===== config.mk =====
export PLATFORM = sky130hd
export DESIGN_NAME = lpm_seq_top
export DESIGN_NICKNAME = d
export VERILOG_FILES = /design/src/rtl/lpm_seq_pkg.sv /design/src/rtl/lpm_chan_table.sv /design/src/rtl/lpm_rsp_class.sv /design/src/rtl/lpm_seq_fsm.sv /design/src/rtl/lpm_seq_top.sv
export SDC_FILE = /design/constraint.sdc
export NUM_CORES = 1
export LEC_CHECK = 0
export ABC_AREA = 1
export BUFFER_PORTS_ARGS = -buffer_cell sky130_fd_sc_hd__buf_2
export CAP_MARGIN = 40
export CORE_MARGIN = 2
export CORE_UTILIZATION = 50
export CTS_BUF_LIST = sky130_fd_sc_hd__clkbuf_4 sky130_fd_sc_hd__clkbuf_8
export DETAILED_ROUTE_END_ITERATION = 16
export PLACE_DENSITY = 0.67
export SLEW_MARGIN = 20
export SYNTH_ARGS = -nofsm -noshare
export SYNTH_HDL_FRONTEND = slang
export SYNTH_SLANG_ARGS = --single-unit

===== constraint.sdc =====
create_clock -name clk -period 1.7 [get_ports clk]
set_input_delay 0.17 -clock clk [delete_from_list [all_inputs] [get_ports clk]]
set_output_delay 0.17 -clock clk [all_outputs]
set_load 0.02 [all_outputs]

===== src/rtl/lpm_seq_pkg.sv =====
package lpm_seq_pkg;

   typedef enum logic [1:0] {
      ST_IDLE = 2'd0,
      ST_EXT  = 2'd1,
      ST_LPM  = 2'd2,
      ST_WAIT = 2'd3
   } seq_state_t;

   typedef enum logic [1:0] {
      RES_ACK     = 2'd0,
      RES_NYET    = 2'd1,
      RES_STALL   = 2'd2,
      RES_EXHAUST = 2'd3
   } seq_result_t;

   localparam logic [2:0] RSP_ACK   = 3'd0;
   localparam logic [2:0] RSP_NYET  = 3'd1;
   localparam logic [2:0] RSP_STALL = 3'd2;
   localparam logic [2:0] RSP_ERROR = 3'd3;

   localparam logic TOK_EXT = 1'b0;
   localparam logic TOK_LPM = 1'b1;

endpackage


===== src/rtl/lpm_chan_table.sv =====
module lpm_chan_table #(
   parameter int NUM_CH    = 16,
   parameter int ADDR_W    = 7,
   parameter int EP_W      = 4,
   parameter bit RESET_TBL = 1'b1,
   localparam int CH_W     = $clog2(NUM_CH)
) (
   input  logic              clk,
   input  logic              rst_n,
   input  logic              wr_en,
   input  logic [CH_W-1:0]   wr_sel,
   input  logic [ADDR_W-1:0] wr_dev,
   input  logic [EP_W-1:0]   wr_ep,
   input  logic [CH_W-1:0]   rd_sel,
   output logic [ADDR_W-1:0] rd_dev,
   output logic [EP_W-1:0]   rd_ep
);

   logic [ADDR_W-1:0] dev_q [NUM_CH];
   logic [EP_W-1:0]   ep_q  [NUM_CH];

   for (genvar g = 0; g < NUM_CH; g++) begin : g_entry
      logic hit;
      assign hit = wr_en && (wr_sel == CH_W'(g));
      if (RESET_TBL) begin : g_rst
         always_ff @(posedge clk or negedge rst_n) begin
            if (!rst_n) begin
               dev_q[g] <= '0;
               ep_q[g]  <= '0;
            end else if (hit) begin
               dev_q[g] <= wr_dev;
               ep_q[g]  <= wr_ep;
            end
         end
      end else begin : g_norst
         always_ff @(posedge clk) begin
            if (hit) begin
               dev_q[g] <= wr_dev;
               ep_q[g]  <= wr_ep;
            end
         end
      end
   end

   assign rd_dev = dev_q[rd_sel];
   assign rd_ep  = ep_q[rd_sel];

endmodule


===== src/rtl/lpm_rsp_class.sv =====
module lpm_rsp_class
   import lpm_seq_pkg::*;
(
   input  logic [2:0]  code,
   output logic        is_final,
   output seq_result_t fin_res
);

   always_comb begin
      is_final = 1'b1;
      fin_res  = RES_ACK;
      unique case (code)
         RSP_ACK:   fin_res = RES_ACK;
         RSP_NYET:  fin_res = RES_NYET;
         RSP_STALL: fin_res = RES_STALL;
         default: begin
            is_final = 1'b0;
            fin_res  = RES_EXHAUST;
         end
      endcase
   end

endmodule


===== src/rtl/lpm_seq_fsm.sv =====
module lpm_seq_fsm
   import lpm_seq_pkg::*;
#(
   parameter int CH_W        = 4,
   parameter int RETRY_W     = 3,
   parameter int RSP_TIMEOUT = 64,
   localparam int TO_W       = $clog2(RSP_TIMEOUT + 1)
) (
   input  logic               clk,
   input  logic               rst_n,
   input  logic               start_go,
   input  logic [RETRY_W-1:0] start_retry,
   input  logic [CH_W-1:0]    start_chan,
   input  logic               tok_ready,
   input  logic               rsp_valid,
   input  logic               rsp_final,
   input  seq_result_t        rsp_res,
   output logic               busy,
   output logic               tok_valid,
   output logic               tok_kind,
   output logic [CH_W-1:0]    chan_q,
   output logic [RETRY_W-1:0] retries_left,
   output logic               done,
   output seq_result_t        result
);

   localparam logic [TO_W-1:0] TO_LAST = TO_W'(RSP_TIMEOUT - 1);

   seq_state_t      state;
   logic [TO_W-1:0] to_cnt;
   logic            attempt_err;
   logic            wait_final;

   assign wait_final  = rsp_valid && rsp_final;
   assign attempt_err = (rsp_valid && !rsp_final) || (!rsp_valid && to_cnt == TO_LAST);

   assign busy      = (state != ST_IDLE);
   assign tok_valid = (state == ST_EXT) || (state == ST_LPM);
   assign tok_kind  = (state == ST_LPM) ? TOK_LPM : TOK_EXT;

   always_ff @(posedge clk or negedge rst_n) begin
      if (!rst_n) begin
         state        <= ST_IDLE;
         to_cnt       <= '0;
         chan_q       <= '0;
         retries_left <= '0;
         done         <= 1'b0;
         result       <= RES_ACK;
      end else begin
         done <= 1'b0;
         unique case (state)
            ST_IDLE: begin
               if (start_go) begin
                  state        <= ST_EXT;
                  chan_q       <= start_chan;
                  retries_left <= start_retry;
               end
            end
            ST_EXT: begin
               if (tok_ready) state <= ST_LPM;
            end
            ST_LPM: begin
               if (tok_ready) begin
                  state  <= ST_WAIT;
                  to_cnt <= '0;
               end
            end
            ST_WAIT: begin
               if (wait_final) begin
                  state  <= ST_IDLE;
                  done   <= 1'b1;
                  result <= rsp_res;
               end else if (attempt_err) begin
                  if (retries_left == '0) begin
                     state  <= ST_IDLE;
                     done   <= 1'b1;
                     result <= RES_EXHAUST;
                  end else begin
                     state        <= ST_EXT;
                     retries_left <= retries_left - RETRY_W'(1);
                  end
               end else begin
                  to_cnt <= to_cnt + TO_W'(1);
               end
            end
            default: state <= ST_IDLE;
         endcase
      end
   end

endmodule


===== src/rtl/lpm_seq_top.sv =====
module lpm_seq_top
   import lpm_seq_pkg::*;
#(
   parameter int NUM_CH      = 16,
   parameter int ADDR_W      = 7,
   parameter int EP_W        = 4,
   parameter int RETRY_W     = 3,
   parameter int RSP_TIMEOUT = 64,
   parameter bit RESET_TBL   = 1'b1,
   localparam int CH_W       = $clog2(NUM_CH)
) (
   input  logic               clk,
   input  logic               rst_n,
   input  logic               port_connected,
   input  logic               cfg_wr,
   input  logic               cfg_start,
   input  logic [RETRY_W-1:0] cfg_retry,
   input  logic [CH_W-1:0]    cfg_chan,
   input  logic               tbl_wr,
   input  logic [CH_W-1:0]    tbl_sel,
   input  logic [ADDR_W-1:0]  tbl_dev,
   input  logic [EP_W-1:0]    tbl_ep,
   output logic               tok_valid,
   input  logic               tok_ready,
   output logic               tok_kind,
   output logic [ADDR_W-1:0]  tok_dev,
   output logic [EP_W-1:0]    tok_ep,
   input  logic               rsp_valid,
   input  logic [2:0]         rsp_code,
   output logic               busy,
   output logic [RETRY_W-1:0] retries_left,
   output logic               done,
   output logic [1:0]         result
);

   initial begin
      assert (NUM_CH >= 2 && (1 << CH_W) == NUM_CH)
         else $error("NUM_CH must be a power of two, at least 2");
      assert (RSP_TIMEOUT >= 2) else $error("RSP_TIMEOUT must be at least 2");
      assert (RETRY_W >= 1) else $error("RETRY_W must be at least 1");
      assert (ADDR_W >= 1 && EP_W >= 1) else $error("token field widths must be positive");
   end

   logic            start_go;
   logic            rsp_final;
   seq_result_t     rsp_res;
   seq_result_t     res_q;
   logic [CH_W-1:0] chan_q;

   assign start_go = cfg_wr && cfg_start && port_connected && !busy;

   lpm_chan_table #(
      .NUM_CH    (NUM_CH),
      .ADDR_W    (ADDR_W),
      .EP_W      (EP_W),
      .RESET_TBL (RESET_TBL)
   ) u_table (
      .clk    (clk),
      .rst_n  (rst_n),
      .wr_en  (tbl_wr),
      .wr_sel (tbl_sel),
      .wr_dev (tbl_dev),
      .wr_ep  (tbl_ep),
      .rd_sel (chan_q),
      .rd_dev (tok_dev),
      .rd_ep  (tok_ep)
   );

   lpm_rsp_class u_class (
      .code     (rsp_code),
      .is_final (rsp_final),
      .fin_res  (rsp_res)
   );

   lpm_seq_fsm #(
      .CH_W        (CH_W),
      .RETRY_W     (RETRY_W),
      .RSP_TIMEOUT (RSP_TIMEOUT)
   ) u_fsm (
      .clk          (clk),
      .rst_n        (rst_n),
      .start_go     (start_go),
      .start_retry  (cfg_retry),
      .start_chan   (cfg_chan),
      .tok_ready    (tok_ready),
      .rsp_valid    (rsp_valid),
      .rsp_final    (rsp_final),
      .rsp_res      (rsp_res),
      .busy         (busy),
      .tok_valid    (tok_valid),
      .tok_kind     (tok_kind),
      .chan_q       (chan_q),
      .retries_left (retries_left),
      .done         (done),
      .result       (res_q)
   );

   assign result = res_q;

endmodule


==> results.yml, run 1 <==
status:
  status: "finished with violations"
  violations: "negative setup slack"
sta:
  fin_crit_sh: 1.26
  fmax_ghz: 0.467
  period_minus_slack_ns: 2.14
  setup_viol: 11
  rsz0062_at_grt: "true"
  relSlewSlack: 0.722
  skew_ns: 0.00443
  setup_ws_ns: -0.441
  timing.final.max_slew_violations: 0
  hold_ws_ns: 0.0615
  worstMarginPinSlew_ns: 0.416
  hold_viol: 0
die:
  fp.dieW_um: 140
  core_um2: 18100
  die_h_um: 140
  start_util: 0.513
  io_pins: 53
  dieArea_um2: 19700
  rows: 49
final_layout:
  diodes: 0
  synthToLayoutAreaGrowth_pct: 19.1
  layout_common_cells: "nand2_1, o21ai_0, dfrtp_1"
  drive_above_1_share: 0.179
  nets: 1295
  layout_commonest_cell: "nand2_1"
grt:
  grt_pass1_wl_um: 40900
  antenna_found_initial: 0
  overflow: 0
  grt_start_max_net_pins: 55
  grt_util_all_layers: 0.272
  grt_pass1_vias: 7568
route:
  first_iter_violations: 668
  route.met2.wl_um: 12700
  dr_wl_met3_um: 1160
  ant_nets: 0
  top_layer: "met4"
  vias: 8047
  drt_first_pass_iters: 5
  remaining_drc_errors: 0
  wl_met1_um: 11400
  wl_per_cell_um: 17.3
  via_per_inst: 5.38
  drt_wl_total_um: 25900
clock_network:
  cts_buffers: 17
  clock_latency_ns: 0.48
  clockBufferDepth: 2
  htree_levels: 4
  cts_tree: "built"
  clkTransAtPathRegs_ns: 0.10
  cts_sinks: 195
  cts-root-buf: "clkbuf_8"
synthesis:
  synth_cell_types: 27
  yosysWarningCount: 0
  syn_area_um2: 9310
  syn_avg_cell_area_um2: 7.91
  ys_ff_latch: 195
  synth-async-reset-ratio: 1.00
  synth_edf_count: 0
  synth_ff_type: "dfrtp_1"
  syn_inst: 1177
  syn_nets: 1218
  yosysSeqAreaShare: 0.524
pwr:
  ir_drop_mv: 0.803
  leakage_uw: 0.00528
  power_density_nw_per_um2: 1590
worst_setup_path:
  required_ns: 1.53
  cp-startpoint: "u_fsm.chan_q[0]$_DFFE_PN0P_"
  r2r-start: "u_fsm.state[0]$_DFFE_PN0P_"
  reg2reg_slack_ns: 0.17
  crit_slowest_cell: "dfrtp_4"
  crit_path_end_kind: "primary output"
  rr_endpoint: "u_fsm.retries_left[0]$_DFFE_PN0P_"
  crit_arrival_ns: 1.97
  cp_cell_sequence: "buf_4, buf_12, o21ai_2, nand2_1, nand3_1, nand3_2, nand2_2, buf_6"
  criticalPathCategory: "flip-flop to primary output"
  r2r.worst_path.cells: 7
  critPathMaxStageDelay_ns: 0.53
  cp-start-kind: "flip-flop"
  crit_fanout: 15
min_path:
  worstHoldStart: "cfg_retry[2]"
  hp-class: "primary input to flip-flop"
  holdPathStages: 5
  worst_hold_path.endpoint: "u_fsm.retries_left[2]$_DFFE_PN0P_"
flow_run:
  maxCapViolations: 0
placement:
  dpl.hpwl_um: 17600
  pre_cts_slack_ns: -0.130
  globalplace.congestion: 0.859
  port_buffers: 52
[registers in the layout, summed over array words and instances, names as in the netlist]
signal	flops
u_table.dev_q	112
u_table.ep_q	64
u_fsm.to_cnt	7
u_fsm.chan_q	4
u_fsm.retries_left	3
u_fsm.result	2
u_fsm.state	2
u_fsm.done	1
[cells by family (layout without fill, tap and decap cells)]
family	Yosys count	count (layout)	synth area share
simple gates	443	443	0.195
compound gates	327	327	0.177
buf+inv	201	291	0.0904
flops	195	195	0.524
fa+ha+maj	8	8	0.0107
mux	2	2	0.00242
xor+xnor	1	1	0.000941
[through the flow]
stage               setup TNS (ns)  utilization  std cells  total power (µW)  instance area [µm²]
floorplan                        0            -       1177             10700                 9310
global placement            -0.189        0.558       1439             13200                10100
detailed placement          -0.258        0.558       1439             13300                10100
CTS                          -4.99        0.601       1494             17300                10900
global route                 -5.83        0.611       1496             18900                11100
finish                       -4.68        0.611       1496             17700                11100
[cells in the mapped netlist (all sizes together), types with 6 or more instances]
library cell  number  area (µm²)
buf               49         270
nor2              14        57.6
ha                 8         100
nand3             84         420
nand2            333        1250
nand4              6        37.5
clkbuf            31         118
o21ai            277        1390
dfrtp            195        4880
inv              121         454
a21oi             48         240
[routing by layer]
layer,up-vias,track usage
li1,3956,-
met1,3834,0.361
met2,216,0.445
met3,41,0.0513
met4,0,0.106
met5,-,0
[worst max-delay path by stage]
stage,to,slack (ns),depth (start not counted)
2_1_floorplan,u_fsm.to_cnt[0]$_DFFE_PN0P_,0.20,8
3_3_place_gp,tok_dev[3],-0.11,8
3_5_place_dp,tok_dev[3],-0.13,8
4_1_cts,tok_dev[3],-0.49,8
5_1_grt,tok_dev[5],-0.55,8
6_report,tok_ep[0],-0.44,8
[what timing repair did]
action                                  CTS  global route
setup buffers                             3             3
endpoints found under the setup margin   12            21
hold buffers                             20             0
pin swaps                                 6             5
resized for setup                        86            62
gates cloned                              1             0
hold endpoints to repair                232             0
[where the power goes]
group	switching, µW	internal (µW)	leakage, µW
Sequential	618	5680	0.00244
Clock	1740	1340	0.000191
Combinational	4920	3390	0.00264
Total	7280	10400	0.00528
[layout make-up]
cell class	instances	area, µm²
well taps	229	287
clock buffers	18	241
flip-flops and latches	195	4890
fillers	1620	7060
inverters	121	454
repair buffers	138	1230
multi-input cells	781	3840
clock inverters	14	155
[worst max-delay path, delay by kind of cell (launching register included)]
kind                   cells  cell delay [ns]
AOI/OAI and AO/OA          1             0.14
DFF                        1             0.53
buffers and inverters      3             0.43
and+or+nand+nor            4             0.37
Note: power is estimated with default switching activity, not from simulation.
==> inputs of run 2 (changes only) <==
- ABC_AREA: 1 -> 0
- SKIP_LAST_GASP: default -> 1
==> results.yml, run 2 <==
status:
  status: "finished with violations"
  violations: "negative setup slack"
pwr:
  p_comb_frac: 0.458
  leakage_uw: 0.00478
  p_sw_uw: 6050
  p_clk_frac: 0.175
  swShare: 0.344
  power_density_nw_per_um2: 1600
  seq_power_share: 0.367
  p_int_uw: 11500
  ir_drop_mv: 0.972
die:
  fp.dieW_um: 139
  io_pins: 53
  dieArea_um2: 19400
  rows: 49
  core_um2: 18000
  die_h_um: 139
  start_util: 0.509
worst_setup_path:
  critPathMaxStageDelay_ns: 0.48
  critical-path-top-delay-family: "buffers and inverters"
  crit_arrival_ns: 2.21
  crit_path_end_kind: "primary output"
  required_ns: 1.53
  crit_fanout: 5
  criticalPathCategory: "flip-flop to primary output"
  crit_buf_inv: 4
  cp_common_cell: "buf_6"
  cp-start-kind: "flip-flop"
  cp_cell_sequence: "buf_8, clkbuf_16, buf_6, mux4_2, a22oi_1, nand2_1, buf_6"
  crit_slowest_cell: "mux4_2"
final_layout:
  fin_cells: 972
  fillers: 1333
  max_flop_register: "u_table.dev_q"
  diodes: 0
  synthToLayoutAreaGrowth_pct: 20.3
  drive_above_1_share: 0.563
  layout_common_cells: "dfrtp_1, mux2_2, buf_4"
  multi_input_area_um2: 4260
  layout_commonest_cell: "dfrtp_1"
  largest_reg_flops: 112
  reg.largest.list: "u_table.dev_q (112), u_table.ep_q (64), u_fsm.to_cnt (7)"
  register_area_um2: 4880
  nets: 771
route:
  via_per_inst: 5.91
  first_iter_violations: 283
  drt_wl_total_um: 21700
  vias: 5746
  wl_per_cell_um: 22.3
  remaining_drc_errors: 0
  ant_nets: 0
  drt_first_pass_iters: 5
grt:
  grt_pass1_wl_um: 33700
  grt_start_max_net_pins: 54
  overflow: 0
  antenna_found_initial: 1
  grt_util_all_layers: 0.228
  grt_pass1_vias: 5925
placement:
  pre_cts_slack_ns: -0.158
  dp_cells: 919
  globalplace.congestion: 0.884
  port_buffers: 52
  dpl.hpwl_um: 14300
synthesis:
  syn_area_um2: 9140
  yosys-top-cells-count: "dfrtp_1, mux2_2, mux4_2"
  syn_inst: 623
  ys_ff_latch: 195
  synth_edf_count: 0
  yosys.area.top_type: "dfrtp_1"
  synth_most_common_cell: "dfrtp_1"
  syn_nets: 664
  synth_area_leaders: "dfrtp_1, mux2_2, mux4_2"
  synth_cell_types: 42
  synth-async-reset-ratio: 1.00
  netlist.area_leader.share: 0.534
  yosysSeqAreaShare: 0.534
  synth_ff_type: "dfrtp_1"
  yosysWarningCount: 0
  syn_avg_cell_area_um2: 14.7
clock_network:
  clockBufferDepth: 2
  cts_sinks: 195
  clock_latency_ns: 0.46
  clkTransAtPathRegs_ns: 0.11
  cts-root-buf: "clkbuf_8"
  cts_buffers: 17
  htree_levels: 4
  cts_tree: "built"
sta:
  worstMarginPinSlew_ns: 0.911
  setup_viol: 12
  hold_viol: 0
  fmax_ghz: 0.421
  timing.final.max_slew_violations: 0
  period_minus_slack_ns: 2.38
  fin_crit_sh: 1.40
  setup_ws_ns: -0.676
  skew_ns: 0.0104
  relSlewSlack: 0.393
  rsz0062_at_grt: "true"
flow_run:
  maxCapViolations: 0
min_path:
  hp-class: "primary input to flip-flop"
[run 2: cell count changes in the layout (fill, tap and decap cells not counted), sizes merged, moves of 8 or more]
cell         delta
a21oi          -45
o21ai         -274
mux4           +44
inv           -113
nand3          -78
nor2b           +8
dlygate4sd3    -12
a22oi          +23
mux2          +180
nand2         -310
[run 2: final cells by class]
| cell class | count | area share |
|---|---|---|
| inverters | 7 | 0.00239 |
| well taps | 229 | 0.0261 |
| clock inverters | 13 | 0.0138 |
| multi-input cells | 377 | 0.388 |
| clock buffers | 19 | 0.0232 |
| repair buffers | 132 | 0.102 |
| flip-flops and latches | 195 | 0.444 |
[run 2: power groups by stage]
stage | Sequential, µW | Clock, µW | Combinational (µW)
after floorplan | 6360 | 0 | 4560
after global placement | 6430 | 0 | 6350
after detailed placement | 6520 | 0 | 6480
after CTS | 6430 | 3160 | 7260
after global routing | 6600 | 3370 | 8530
final | 6450 | 3080 | 8050
[run 2: worst min-delay path: cells and delay by family]
family | cells | cell delay (ns)
buf+inv | 1 | 0.14
simple gates | 2 | 0.13
compound gates | 1 | 0.08
[run 2: per-layer routing]
layer  global-route usage  share of wire  wire (µm)  vias to the layer above
met1                0.322           0.46       9890                     3046
met3               0.0376          0.039        836                       26
met2                0.368           0.49      10600                      142
li1                     -              -          -                     2530
met5                    0        0.00060         13                        -
met4               0.0712          0.018        395                        2
[run 2: what timing repair did]
item                                   CTS  global route
setup endpoints to repair               18            20
endpoints found under the hold margin  151             0
hold buffers                             8             0
setup buffers                            8             2
cloned                                   3             2
pin swaps                                4            24
gates resized for setup                 22            59
[run 2: cells by family (layout without fill, tap and decap cells)]
group	Yosys count	after routing	share of synthesized area
adder cells (fa/ha/maj)	8	8	0.0110
flip-flops	195	195	0.534
AO/OA/AOI/OAI	52	52	0.0441
buffers and inverters	51	171	0.0251
AND/OR/NAND/NOR	88	88	0.0497
multiplexers	229	229	0.336
[run 2: metrics by stage]
step / utilization / hold WS [ns] / power, µW / instance area (µm²) / TNS (ns)
global placement: 0.558 / 0.116 / 12800 / 10000 / -1.20
CTS: 0.599 / 0.0545 / 16800 / 10800 / -7.41
global route: 0.612 / 0.0738 / 18500 / 11000 / -8.03
finish: 0.612 / 0.0939 / 17600 / 11000 / -6.91
floorplan: - / -0.126 / 10900 / 9190 / -0.0229
detailed placement: 0.558 / 0.121 / 13000 / 10000 / -1.55
[run 2: path summary, 6_finish.rpt]
check	from	endpoint	slack [ns]	cells past startpoint
worst max-delay path	u_fsm.chan_q[0]$_DFFE_PN0P_	tok_ep[1]	-0.68	7
worst min-delay path	tok_ready	u_fsm.to_cnt[0]$_DFFE_PN0P_	0.09	4
worst max register to register	u_fsm.state[1]$_DFFE_PN0P_	u_fsm.to_cnt[3]$_DFFE_PN0P_	-0.07	5
worst min register to register	u_table.dev_q[79]$_DFFE_PN0P_	u_table.dev_q[79]$_DFFE_PN0P_	0.49	1
max in group asynchronous	rst_n	u_table.dev_q[98]$_DFFE_PN0P_	0.83	3
min in group asynchronous	rst_n	u_table.ep_q[63]$_DFFE_PN0P_	0.18	2
